`src/rtl/flash_cmd_pkg.sv`:
```
package flash_cmd_pkg;

  localparam int WORD_W = 16;

  // command codes
  localparam logic [WORD_W-1:0] C_READ      = 16'h0000;
  localparam logic [WORD_W-1:0] C_READ_SP   = 16'h0013;
  localparam logic [WORD_W-1:0] C_PROG      = 16'h0080;
  localparam logic [WORD_W-1:0] C_PROG_SP   = 16'h001A;
  localparam logic [WORD_W-1:0] C_ERASE     = 16'h0094;
  localparam logic [WORD_W-1:0] C_RESET     = 16'h00F0;
  localparam logic [WORD_W-1:0] C_BUFRAM    = 16'h0003;
  localparam logic [WORD_W-1:0] C_UNLOCK    = 16'h0023;
  localparam logic [WORD_W-1:0] C_LOCK      = 16'h002A;
  localparam logic [WORD_W-1:0] C_LOCK_TGT  = 16'h002C;
  localparam logic [WORD_W-1:0] C_READ_ID   = 16'h0090;

  // register offsets from the register window base
  localparam int R_MFR    = 0;
  localparam int R_DEV    = 1;
  localparam int R_VER    = 2;
  localparam int R_BUFSZ  = 3;
  localparam int R_BLK    = 4;
  localparam int R_PAGE   = 5;
  localparam int R_BUFSEL = 6;
  localparam int R_CMD    = 7;
  localparam int R_INT    = 8;
  localparam int R_WP     = 9;

  // interrupt bit positions
  localparam int IB_MASTER = 15;
  localparam int IB_READ   = 7;
  localparam int IB_WRITE  = 6;
  localparam int IB_ERASE  = 5;
  localparam int IB_RESET  = 4;

  // protect status bit positions
  localparam int PB_TIGHT    = 0;
  localparam int PB_LOCKED   = 1;
  localparam int PB_UNLOCKED = 2;

  typedef enum logic [2:0] {
    OP_READ    = 3'd0,
    OP_READ_SP = 3'd1,
    OP_PROG    = 3'd2,
    OP_PROG_SP = 3'd3,
    OP_ERASE   = 3'd4
  } xfer_op_e;

  typedef enum logic [2:0] {
    K_XFER,
    K_PROTECT,
    K_BUFRAM,
    K_RESET,
    K_OTHER
  } cmd_kind_e;

  function automatic logic [WORD_W-1:0] done_irq(xfer_op_e op);
    logic [WORD_W-1:0] v;
    v = '0;
    v[IB_MASTER] = 1'b1;
    case (op)
      OP_READ, OP_READ_SP: v[IB_READ]  = 1'b1;
      OP_PROG, OP_PROG_SP: v[IB_WRITE] = 1'b1;
      OP_ERASE:            v[IB_ERASE] = 1'b1;
      default:             v = v;
    endcase
    return v;
  endfunction

endpackage

```
`src/rtl/fcmd_decode.sv`:
```
module fcmd_decode
  import flash_cmd_pkg::*;
(
  input  logic [WORD_W-1:0] code_i,
  output cmd_kind_e         kind_o,
  output xfer_op_e          op_o,
  output logic [WORD_W-1:0] flag_o
);

  always_comb begin
    kind_o = K_OTHER;
    op_o   = OP_READ;
    flag_o = '0;
    case (code_i)
      C_READ:     begin kind_o = K_XFER; op_o = OP_READ;    end
      C_READ_SP:  begin kind_o = K_XFER; op_o = OP_READ_SP; end
      C_PROG:     begin kind_o = K_XFER; op_o = OP_PROG;    end
      C_PROG_SP:  begin kind_o = K_XFER; op_o = OP_PROG_SP; end
      C_ERASE:    begin kind_o = K_XFER; op_o = OP_ERASE;   end
      C_UNLOCK:   begin kind_o = K_PROTECT; flag_o[PB_UNLOCKED] = 1'b1; end
      C_LOCK:     begin kind_o = K_PROTECT; flag_o[PB_LOCKED]   = 1'b1; end
      C_LOCK_TGT: begin kind_o = K_PROTECT; flag_o[PB_TIGHT]    = 1'b1; end
      C_BUFRAM:   kind_o = K_BUFRAM;
      C_RESET:    kind_o = K_RESET;
      default:    kind_o = K_OTHER;
    endcase
  end

endmodule

```
`src/rtl/fcmd_protect.sv`:
```
module fcmd_protect
  import flash_cmd_pkg::*;
(
  input  logic              accumulate_i,
  input  logic [WORD_W-1:0] cur_i,
  input  logic [WORD_W-1:0] flag_i,
  output logic [WORD_W-1:0] next_o
);

  function automatic logic [WORD_W-1:0] merge(logic acc, logic [WORD_W-1:0] cur,
                                              logic [WORD_W-1:0] flag);
    return acc ? (cur | flag) : flag;
  endfunction

  assign next_o = merge(accumulate_i, cur_i, flag_i);

endmodule

```
`src/rtl/fcmd_offset.sv`:
```
module fcmd_offset
  import flash_cmd_pkg::*;
#(
  parameter int OFF_W          = 32,
  parameter int DIE_BIT        = 15,
  parameter int HALF_BLOCKS    = 256,
  parameter int ERASE_SHIFT    = 17,
  parameter int PAGE_SHIFT     = 11,
  parameter int PAGE_FLD_SHIFT = 2
) (
  input  logic [WORD_W-1:0] blk_i,
  input  logic [WORD_W-1:0] page_i,
  input  logic              buf_bit_i,
  input  logic              erase_i,
  output logic [OFF_W-1:0]  offset_o,
  output logic              buf_o
);

  function automatic logic [OFF_W-1:0] block_number(logic [WORD_W-1:0] b);
    logic [WORD_W-1:0] low;
    logic              upper;
    low          = b;
    upper        = b[DIE_BIT];
    low[DIE_BIT] = 1'b0;
    return OFF_W'(low) + (upper ? OFF_W'(HALF_BLOCKS) : '0);
  endfunction

  function automatic logic [OFF_W-1:0] page_number(logic [WORD_W-1:0] p);
    return OFF_W'(p >> PAGE_FLD_SHIFT);
  endfunction

  logic [OFF_W-1:0] blk_part;
  logic [OFF_W-1:0] page_part;

  assign blk_part  = block_number(blk_i) << ERASE_SHIFT;
  assign page_part = erase_i ? '0 : (page_number(page_i) << PAGE_SHIFT);
  assign offset_o  = blk_part + page_part;
  assign buf_o     = erase_i ? 1'b0 : buf_bit_i;

endmodule

```
`src/rtl/flash_cmd_front.sv`:
```
module flash_cmd_front
  import flash_cmd_pkg::*;
#(
  parameter int                ADDR_W         = 8,
  parameter int                OFF_W          = 32,
  parameter logic [ADDR_W-1:0] DATA_BASE      = 8'h08,
  parameter logic [ADDR_W-1:0] REG_BASE       = 8'h40,
  parameter logic [15:0]       MFR_ID         = 16'h0035,
  parameter logic [15:0]       DEV_ID         = 16'h0024,
  parameter logic [15:0]       VER_ID         = 16'h0007,
  parameter int                DENS_SHIFT     = 4,
  parameter int                ERASE_SHIFT    = 17,
  parameter int                DIE_BIT        = 15,
  parameter int                PAGE_FLD_SHIFT = 2,
  parameter int                BUF_SEL_BIT    = 8,
  parameter logic [15:0]       WP_RESET       = 16'h0002
) (
  input  logic              clk,
  input  logic              rst_n,
  input  logic              lock_cont,
  input  logic              wr_en,
  input  logic [ADDR_W-1:0] wr_addr,
  input  logic [15:0]       wr_data,
  input  logic [ADDR_W-1:0] rd_addr,
  output logic [15:0]       rd_data,
  output logic              busy,
  output logic              req_valid,
  output logic [2:0]        req_op,
  output logic [OFF_W-1:0]  req_offset,
  output logic              req_buf,
  input  logic              xfer_done
);

  localparam int DENSITY     = int'((DEV_ID >> DENS_SHIFT) & 16'h000F);
  localparam int ARRAY_LOG   = 24 + DENSITY;
  localparam int BLOCKS_LOG  = ARRAY_LOG - ERASE_SHIFT;
  localparam int HALF_BLOCKS = 1 << (BLOCKS_LOG - 1);
  localparam int PAGE_SHIFT  = (DENSITY < 2) ? 10 : 11;
  localparam logic [15:0] BUF_BYTES = 16'(1 << PAGE_SHIFT);
  localparam int BOOT_WORDS  = 3;

  localparam logic [ADDR_W-1:0] A_MFR    = REG_BASE + ADDR_W'(R_MFR);
  localparam logic [ADDR_W-1:0] A_DEV    = REG_BASE + ADDR_W'(R_DEV);
  localparam logic [ADDR_W-1:0] A_VER    = REG_BASE + ADDR_W'(R_VER);
  localparam logic [ADDR_W-1:0] A_BUFSZ  = REG_BASE + ADDR_W'(R_BUFSZ);
  localparam logic [ADDR_W-1:0] A_BLK    = REG_BASE + ADDR_W'(R_BLK);
  localparam logic [ADDR_W-1:0] A_PAGE   = REG_BASE + ADDR_W'(R_PAGE);
  localparam logic [ADDR_W-1:0] A_BUFSEL = REG_BASE + ADDR_W'(R_BUFSEL);
  localparam logic [ADDR_W-1:0] A_CMD    = REG_BASE + ADDR_W'(R_CMD);
  localparam logic [ADDR_W-1:0] A_INT    = REG_BASE + ADDR_W'(R_INT);
  localparam logic [ADDR_W-1:0] A_WP     = REG_BASE + ADDR_W'(R_WP);

  // register state
  logic [15:0] blk_q, page_q, bufsel_q, cmd_q, int_q, wp_q;
  logic [15:0] boot_q [BOOT_WORDS];
  logic        busy_q, req_valid_q, req_buf_q;
  xfer_op_e    req_op_q;
  logic [OFF_W-1:0] req_offset_q;

  // decode of the incoming word
  cmd_kind_e   dec_kind;
  xfer_op_e    dec_op;
  logic [15:0] dec_flag;
  logic [15:0] wp_next;
  logic [OFF_W-1:0] off_calc;
  logic        buf_calc;

  // named events
  logic wr_boot, wr_cmd, cmd_accept;
  logic xfer_fire, lock_fire, bufram_fire, reset_fire, other_fire;
  logic xfer_end, id_load;

  assign wr_boot     = wr_en && (wr_addr < DATA_BASE);
  assign id_load     = wr_boot && (wr_data == C_READ_ID);
  assign wr_cmd      = wr_en && (wr_addr == A_CMD);
  assign cmd_accept  = wr_cmd && !busy_q;
  assign xfer_fire   = cmd_accept && (dec_kind == K_XFER);
  assign lock_fire   = cmd_accept && (dec_kind == K_PROTECT);
  assign bufram_fire = cmd_accept && (dec_kind == K_BUFRAM);
  assign reset_fire  = cmd_accept && (dec_kind == K_RESET);
  assign other_fire  = cmd_accept && (dec_kind == K_OTHER);
  assign xfer_end    = busy_q && xfer_done;

  fcmd_decode u_decode (
    .code_i (wr_data),
    .kind_o (dec_kind),
    .op_o   (dec_op),
    .flag_o (dec_flag)
  );

  fcmd_protect u_protect (
    .accumulate_i (lock_cont),
    .cur_i        (wp_q),
    .flag_i       (dec_flag),
    .next_o       (wp_next)
  );

  fcmd_offset #(
    .OFF_W          (OFF_W),
    .DIE_BIT        (DIE_BIT),
    .HALF_BLOCKS    (HALF_BLOCKS),
    .ERASE_SHIFT    (ERASE_SHIFT),
    .PAGE_SHIFT     (PAGE_SHIFT),
    .PAGE_FLD_SHIFT (PAGE_FLD_SHIFT)
  ) u_offset (
    .blk_i     (blk_q),
    .page_i    (page_q),
    .buf_bit_i (bufsel_q[BUF_SEL_BIT]),
    .erase_i   (dec_op == OP_ERASE),
    .offset_o  (off_calc),
    .buf_o     (buf_calc)
  );

  // address registers
  always_ff @(posedge clk or negedge rst_n) begin
    if (!rst_n) begin
      blk_q    <= '0;
      page_q   <= '0;
      bufsel_q <= '0;
    end else if (wr_en) begin
      if (wr_addr == A_BLK)    blk_q    <= wr_data;
      if (wr_addr == A_PAGE)   page_q   <= wr_data;
      if (wr_addr == A_BUFSEL) bufsel_q <= wr_data;
    end
  end

  // boot area
  generate
    for (genvar g = 0; g < BOOT_WORDS; g++) begin : g_boot
      localparam logic [15:0] ID_VAL = (g == 0) ? MFR_ID : (g == 1) ? DEV_ID : VER_ID;
      always_ff @(posedge clk or negedge rst_n) begin
        if (!rst_n)       boot_q[g] <= '0;
        else if (id_load) boot_q[g] <= ID_VAL;
      end
    end
  endgenerate

  // command word and protect status
  always_ff @(posedge clk or negedge rst_n) begin
    if (!rst_n) begin
      cmd_q <= '0;
      wp_q  <= WP_RESET;
    end else begin
      if (cmd_accept) cmd_q <= wr_data;
      if (lock_fire)  wp_q  <= wp_next;
    end
  end

  // interrupt word
  always_ff @(posedge clk or negedge rst_n) begin
    if (!rst_n) begin
      int_q <= '0;
    end else if (xfer_end) begin
      int_q <= done_irq(req_op_q);
    end else if (reset_fire) begin
      int_q <= 16'((1 << IB_MASTER) | (1 << IB_RESET));
    end else if (other_fire) begin
      int_q <= 16'(1 << IB_MASTER);
    end else if (wr_en && wr_addr == A_INT) begin
      int_q <= wr_data;
    end
  end

  // transfer request
  always_ff @(posedge clk or negedge rst_n) begin
    if (!rst_n) begin
      busy_q       <= 1'b0;
      req_valid_q  <= 1'b0;
      req_op_q     <= OP_READ;
      req_offset_q <= '0;
      req_buf_q    <= 1'b0;
    end else begin
      req_valid_q <= xfer_fire;
      if (xfer_fire) begin
        busy_q       <= 1'b1;
        req_op_q     <= dec_op;
        req_offset_q <= off_calc;
        req_buf_q    <= buf_calc;
      end else if (xfer_end) begin
        busy_q <= 1'b0;
      end
    end
  end

  // read mux
  always_comb begin
    rd_data = '0;
    if (rd_addr < ADDR_W'(BOOT_WORDS)) begin
      for (int i = 0; i < BOOT_WORDS; i++)
        if (rd_addr == ADDR_W'(i)) rd_data = boot_q[i];
    end else begin
      case (rd_addr)
        A_MFR:    rd_data = MFR_ID;
        A_DEV:    rd_data = DEV_ID;
        A_VER:    rd_data = VER_ID;
        A_BUFSZ:  rd_data = BUF_BYTES;
        A_BLK:    rd_data = blk_q;
        A_PAGE:   rd_data = page_q;
        A_BUFSEL: rd_data = bufsel_q;
        A_CMD:    rd_data = cmd_q;
        A_INT:    rd_data = int_q;
        A_WP:     rd_data = wp_q;
        default:  rd_data = '0;
      endcase
    end
  end

  assign busy       = busy_q;
  assign req_valid  = req_valid_q;
  assign req_op     = req_op_q;
  assign req_offset = req_offset_q;
  assign req_buf    = req_buf_q;

endmodule

```
`config.mk`:
```
export PLATFORM = sky130hd
export DESIGN_NAME = flash_cmd_front
export DESIGN_NICKNAME = d
export VERILOG_FILES = /design/src/rtl/flash_cmd_pkg.sv /design/src/rtl/fcmd_decode.sv /design/src/rtl/fcmd_protect.sv /design/src/rtl/fcmd_offset.sv /design/src/rtl/flash_cmd_front.sv
export SDC_FILE = /design/constraint.sdc
export NUM_CORES = 1
export LEC_CHECK = 0
export ABC_AREA = 1
export BUFFER_PORTS_ARGS = -buffer_cell sky130_fd_sc_hd__buf_2
export CAP_MARGIN = 25
export CORE_ASPECT_RATIO = 1.4
export CORE_MARGIN = 3
export CORE_UTILIZATION = 35
export DETAILED_ROUTE_END_ITERATION = 7
export HOLD_SLACK_MARGIN = 0.1
export PLACE_DENSITY = 0.58
export SLEW_MARGIN = 20
export SYNTH_ARGS = -nofsm -noshare
export SYNTH_HDL_FRONTEND = slang
export SYNTH_SLANG_ARGS = --single-unit
```
`constraint.sdc`:
```
create_clock -name clk -period 5.4 [get_ports clk]
set_input_delay 0 -clock clk [delete_from_list [all_inputs] [get_ports clk]]
set_output_delay 0 -clock clk [all_outputs]
set_load 0.02 [all_outputs]
```
==> flow_summary.json, run 1 <==
{
  "critPathMostFrequentCell": "nand2_1",
  "htreeDepth": 3,
  "skew_ps": 6.93,
  "io_buffers": 79,
  "ys_seq_area_share_pct": 45.3,
  "critPathCaptureType": "flop",
  "async_flop_share_pct": 100,
  "outcome": "finished clean",
  "finalHoldViolations": 0,
  "dpl.hpwl_um": 13900,
  "regArea_um2": 2780,
  "final_cell_mix": "nand2_1 (234), dfrtp_1 (110), buf_2 (78)",
  "max_freq_mhz": 317,
  "layout_commonest_cell": "nand2_1",
  "cellPowerDensity_nw_per_um2": 242,
  "clk_path_buf_depth": 2,
  "clkSlewWorstSetupHoldPaths_ps": 70,
  "worst-slew-pin-transition_ps": 781,
  "path_buf_inv": 5,
  "grt_first_pass_wirelength_um": 29200,
  "grt_pass1_vias": 5386,
  "antenna_cells": 0,
  "post_drt_via_cell_ratio": 4.95,
  "grt-ovfl-total": 0,
  "cpLargestDelayFamily": "buffers and inverters",
  "dieArea_um2": 19200,
  "post-route-util_pct": 42.6,
  "cts_tree": "yes",
  "setup_tns_ps": 0,
  "nFillCells": 1833,
  "final_layout_size_suffix_gt1_share_pct": 14.2,
  "timing.rr.end": "req_offset[29]",
  "start_kind": "input pin",
  "firstDrtPassIters": 5,
  "leakage_nw": 3.66,
  "ys_ff_latch": 111,
  "die_w_um": 118,
  "cts.sinks": 111,
  "drt_iter0_markers": 310,
  "synth.distinct_cells": 45,
  "synth_area_um2": 6130,
  "hold_path.class": "input pin to flop",
  "antenna_found_initial": 0,
  "area_growth_pct": 18.0,
  "path_cells": "dlygate4sd3_1 -> buf_2 -> inv_1 -> nor2_1 -> nand2_1 -> nor2_1 -> nand2_1 -> inv_1 -> nor2_1 -> ha_1 -> inv_1 -> fa_1 -> o21ai_1 -> nand2_1 -> o211ai_1 -> nand2_1 -> nor2_1 -> xor2_1 -> nand2_1 -> nand2_1",
  "slew_violations": 0,
  "syn_area_per_cell_um2": 7.68,
  "routedWlPerCell_um": 16.3,
  "cp.arrival_ps": 3450,
  "crit_type": "input pin to flop",
  "initial_core_util_pct": 36.1,
  "wirelength_um": 18300,
  "crit_fanout": 11,
  "hold_end": "int_q[1]",
  "ys.flop_type": "dfrtp_1",
  "max_cap_viol_count": 0,
  "ant_nets": 0,
  "core.rowCount": 56,
  "rsz0062_at_grt": "false",
  "numCtsBuffers": 9,
  "clock_latency_ps": 360,
  "grt_util_all_layers_pct": 19.4,
  "synth-edff-count": 0,
  "cts_resized": 0,
  "dieHeight_um": 163,
  "drc": 0,
  "io_pins": 91,
  "nets": 938,
  "ff2ff_setup_slack_ps": 3080,
  "max_slew_margin_pct": 47.9,
  "holdPathStages": 6,
  "fin_crit_ps": 3150,
  "num_vias": 5573,
  "ir_drop_mv": 0.131,
  "grt_max_degree": 62,
  "core_area_um2": 17000,
  "gp_congestion": 0.891,
  "min-delay-start": "wr_addr[2]",
  "crit_slowest_cell": "dlygate4sd3_1",
  "r2r_start": "page_q[8]",
  "hold_slack_ps": 153,
  "syn_inst": 798,
  "cts_root_buf": "clkbuf_16",
  "yosys_warnings": 0,
  "multi_input_area_um2": 2830,
  "cpPeakStageDelay_ps": 530,
  "crit_required_ps": 5700,
  "reg2reg_depth": 13,
  "setup_viol": 0,
  "fin_crit_sh_pct": 58.4,
  "finalPower_mw": 1.75
}
-- where the power goes --
part           switching [mW]  leakage [nW]  total (mW)  internal [mW]
clock network           0.301         0.155       0.717          0.416
logic                  0.0972          1.99       0.151         0.0537
registers              0.0228          1.52       0.884          0.861
total                   0.421          3.66        1.75           1.33
-- kinds of logic (layout without fill, tap and decap cells) --
| group | count (synthesis) | after routing | share of synthesized area (%) |
|---|---|---|---|
| AO/OA/AOI/OAI | 146 | 146 | 14.0 |
| buffers and inverters | 126 | 212 | 9.02 |
| AND/OR/NAND/NOR | 387 | 387 | 26.9 |
| XOR/XNOR | 16 | 16 | 2.29 |
| adder cells (fa/ha/maj) | 11 | 11 | 2.37 |
| flip-flops | 111 | 111 | 45.3 |
| other | 1 | 11 | 0.0612 |
-- sequential cells by signal (all words and copies together), names as in the netlist --
name	flops
boot_q	1
page_q	16
req_valid	1
req_buf	1
busy	1
wp_q	3
cmd_q	16
req_offset	21
bufsel_q	16
int_q	16
req_op	3
blk_q	16
-- per-layer routing --
layer | part of all wire (%) | vias to the layer above | track usage [%]
met5 | 0 | - | 0
met4 | 3.0 | 0 | 8.21
met3 | 3.1 | 24 | 2.15
met2 | 51 | 138 | 35.0
met1 | 43 | 2628 | 23.5
li1 | - | 2783 | -
-- per-stage QoR --
step / setup WS [ps] / instance area [µm²] / instances
final: 2250 / 7230 / 1126
after floorplan: 3180 / 6170 / 808
after global routing: 1950 / 7230 / 1126
after detailed placement: 2410 / 6680 / 1087
after global placement: 2460 / 6680 / 1087
after CTS: 2240 / 7220 / 1125
-- area by class of cell --
cell class	count	area share (%)
inverters	88	4.57
clock inverters	4	0.969
repair buffers	109	9.47
well taps	232	4.01
flip-flops and latches	111	38.4
multi-input cells	571	39.2
clock buffers	11	3.36
-- worst min-delay path, stage by stage --
cell and delay (ps):
buf_2 100, inv_1 40, nand2_1 80, nor3_2 100
nand4_1 100, nand2_1 50
-- worst max-delay path by stage --
stage | end | slack, ps | startpoint | cells past startpoint
4_1_cts | req_offset[29] | 2240 | wr_data[2] | 20
3_3_place_gp | req_offset[29] | 2460 | wr_data[2] | 19
3_5_place_dp | req_offset[29] | 2410 | wr_data[2] | 19
2_1_floorplan | req_offset[29] | 3180 | wr_data[2] | 19
6_report | req_offset[29] | 2250 | wr_data[2] | 20
5_1_grt | req_offset[29] | 1950 | wr_data[13] | 18
-- synthesized netlist by cell type (4+ instances only) --
| master | count | area share [%] |
|---|---|---|
| o21ai_0 | 74 | 6.0 |
| nor2_2 | 5 | 0.51 |
| inv_2 | 11 | 0.67 |
| xor2_1 | 13 | 1.9 |
| inv_1 | 76 | 4.7 |
| nor2_1 | 66 | 4.0 |
| a221oi_1 | 10 | 1.4 |
| nand2_1 | 234 | 14 |
| buf_4 | 12 | 1.5 |
| nand3b_1 | 4 | 0.49 |
| nand4_1 | 35 | 3.6 |
| a21oi_1 | 16 | 1.3 |
| dfrtp_1 | 110 | 45 |
| ha_1 | 10 | 2.0 |
| nand3_1 | 29 | 2.4 |
| o21ai_1 | 21 | 1.7 |
| nor3_1 | 5 | 0.41 |
| o211ai_1 | 4 | 0.49 |
| buf_2 | 10 | 0.82 |
| clkbuf_1 | 12 | 0.73 |
-- what timing repair did --
| action | CTS | global route |
|---|---|---|
| hold buffers | 23 | 0 |
| endpoints found under the setup margin | 0 | 0 |
| buffers inserted | 0 | 0 |
| endpoints found under the hold margin | 137 | 0 |
(Power assumes the default switching activity.)
==> run 2, diff against run 1 <==
Clock period 5.4 ns to 3.15 ns, I/O delays scaled along.
==> run 2 against run 1 <==
Worst setup slack got worse by 1900 ps. Hold slack lost 13 ps. Sequential cell count stayed put. Clock skew increased by 9.1 ps. Clock power rose by 84%. Non-clock buffer count is 4 higher.
==> flow_summary.json, run 2 (same netlist as run 1, synthesis figures left out) <==
{
  "outcome": "finished clean",
  "start_kind": "input pin",
  "antenna_found_initial": 0,
  "timing.rr.end": "req_offset[29]",
  "hold_path.class": "input pin to async pin",
  "worst-slew-pin-transition_ps": 624,
  "path_cells": "dlygate4sd3_1 -> buf_2 -> inv_1 -> nor2_1 -> nand2_1 -> nor2_1 -> nand2_1 -> inv_1 -> nor2_1 -> ha_1 -> inv_1 -> fa_1 -> o21ai_2 -> nand2_1 -> o211ai_1 -> nand2_1 -> nor2_1 -> xor2_1 -> nand2_1 -> nand2_1",
  "clk_path_buf_depth": 2,
  "firstDrtPassIters": 5,
  "max_slew_margin_pct": 58.1,
  "rsz0062_at_grt": "false",
  "crit_type": "input pin to flop",
  "ant_nets": 0,
  "dieHeight_um": 163,
  "crit_cells": 20,
  "seqPwrFrac_pct": 49.0,
  "layout_commonest_cell": "nand2_1",
  "core.rowCount": 56,
  "grt_util_all_layers_pct": 19.4,
  "setup_viol": 0,
  "fin_crit_sh_pct": 88.7,
  "grt_first_pass_wirelength_um": 29400,
  "clkSlewWorstSetupHoldPaths_ps": 70,
  "max_cap_viol_count": 0,
  "routedWlPerCell_um": 16.4,
  "io_buffers": 79,
  "critPathCaptureType": "flop",
  "switching_share_pct": 24.1,
  "gp_congestion": 0.945,
  "drc": 0,
  "cts_root_buf": "clkbuf_16",
  "area_growth_pct": 19.2,
  "crit_required_ps": 3440,
  "internal_power_mw": 2.35,
  "dpl.hpwl_um": 13900,
  "cp.arrival_ps": 3090,
  "core_area_um2": 17000,
  "cpPeakStageDelay_ps": 550,
  "drt_iter0_markers": 415,
  "wl_met3_um": 657,
  "cts_setup_buffers": 0,
  "clockPowerShare_pct": 42.6,
  "crit_fanout": 8,
  "nFillCells": 1797,
  "fin_crit_ps": 2790,
  "leakage_nw": 3.70,
  "antenna_cells": 0,
  "power_frac_comb_pct": 8.4,
  "crit_slowest_cell": "dlygate4sd3_1",
  "dr_wl_met2_um": 9440,
  "reg2reg_depth": 13,
  "setup_tns_ps": 0,
  "ff2ff_setup_slack_ps": 860,
  "crit_path_start": "wr_data[2]",
  "switching_power_uw": 745,
  "r2r_start": "page_q[8]",
  "hold_slack_ps": 140,
  "max_freq_mhz": 358,
  "largest_reg_flops": 21,
  "top_layer_used": "met4",
  "finalHoldViolations": 0,
  "ir_drop_mv": 0.235,
  "post-route-util_pct": 43.1,
  "num_vias": 5675,
  "cts_tree": "yes",
  "grt-ovfl-total": 0,
  "grt_pass1_vias": 5486,
  "grt_max_degree": 100,
  "cts.sinks": 111,
  "nets": 942,
  "slew_violations": 0,
  "clock_latency_ps": 360,
  "drt-met1-wl_um": 7970,
  "final_cell_mix": "nand2_1 (234), dfrtp_1 (110), buf_2 (78)",
  "htreeDepth": 3,
  "die_w_um": 118,
  "wirelength_um": 18500,
  "io_pins": 91,
  "critPathMostFrequentCell": "nand2_1",
  "skew_ps": 16.0,
  "path_buf_inv": 5,
  "final_layout_size_suffix_gt1_share_pct": 14.8,
  "dieArea_um2": 19200,
  "initial_core_util_pct": 36.1,
  "cpLargestDelayFamily": "buffers and inverters",
  "post_drt_via_cell_ratio": 5.02,
  "cellPowerDensity_nw_per_um2": 424,
  "numCtsBuffers": 9
}
==> run 2: changes by cell type in the layout (fill, tap and decap cells not counted), sizes merged <==
cell,change
buf,+3
dlygate4sd3,+1
bufinv,+1
inv,+2
clkbuf,-2
==> run 2: power groups by stage <==
stage / combinational, mW / clock [mW] / sequential (mW)
floorplan: 0.147 / 0 / 1.53
global placement: 0.237 / 0 / 1.54
detailed placement: 0.239 / 0 / 1.54
CTS: 0.262 / 1.34 / 1.52
global route: 0.298 / 1.40 / 1.52
finish: 0.260 / 1.32 / 1.52
==> run 2: metal layers <==
layer  global-route usage, %  up-vias
met1                    23.8     2689
met4                    7.31        0
met2                    34.9      161
li1                        -     2799
met5                       0        -
met3                    2.33       26
==> run 2: repair_timing <==
item                       4_1_cts  5_1_grt
setup endpoints to repair        0        1
resized for setup                0        1
hold endpoints to repair       189        0
hold buffers                    24        0
==> run 2: worst max path at each step <==
stage                      to  slack (ps)
6_report       req_offset[29]         360
3_3_place_gp   req_offset[29]         590
4_1_cts        req_offset[29]         310
5_1_grt        req_offset[29]          30
3_5_place_dp   req_offset[29]         490
2_1_floorplan  req_offset[29]         930
==> run 2: layout make-up <==
type                       instances  area (µm²)  share of cell area (%)
sequential                       111        2780                    38.0
multi-input combinational        571        2840                    38.8
clock inverter                     7         118                    1.61
timing repair buffer             113         726                    9.93
tap                              232         290                    3.97
inverter                          88         330                    4.52
clock buffer                       9         225                    3.08
==> run 2: metrics by stage <==
step	setup WS (ps)	cells	area, µm²	power [mW]
floorplan	926	808	6170	1.68
global placement	593	1090	6710	1.78
detailed placement	488	1090	6710	1.78
CTS	310	1130	7290	3.12
global route	25.4	1131	7310	3.22
finish	356	1131	7310	3.10
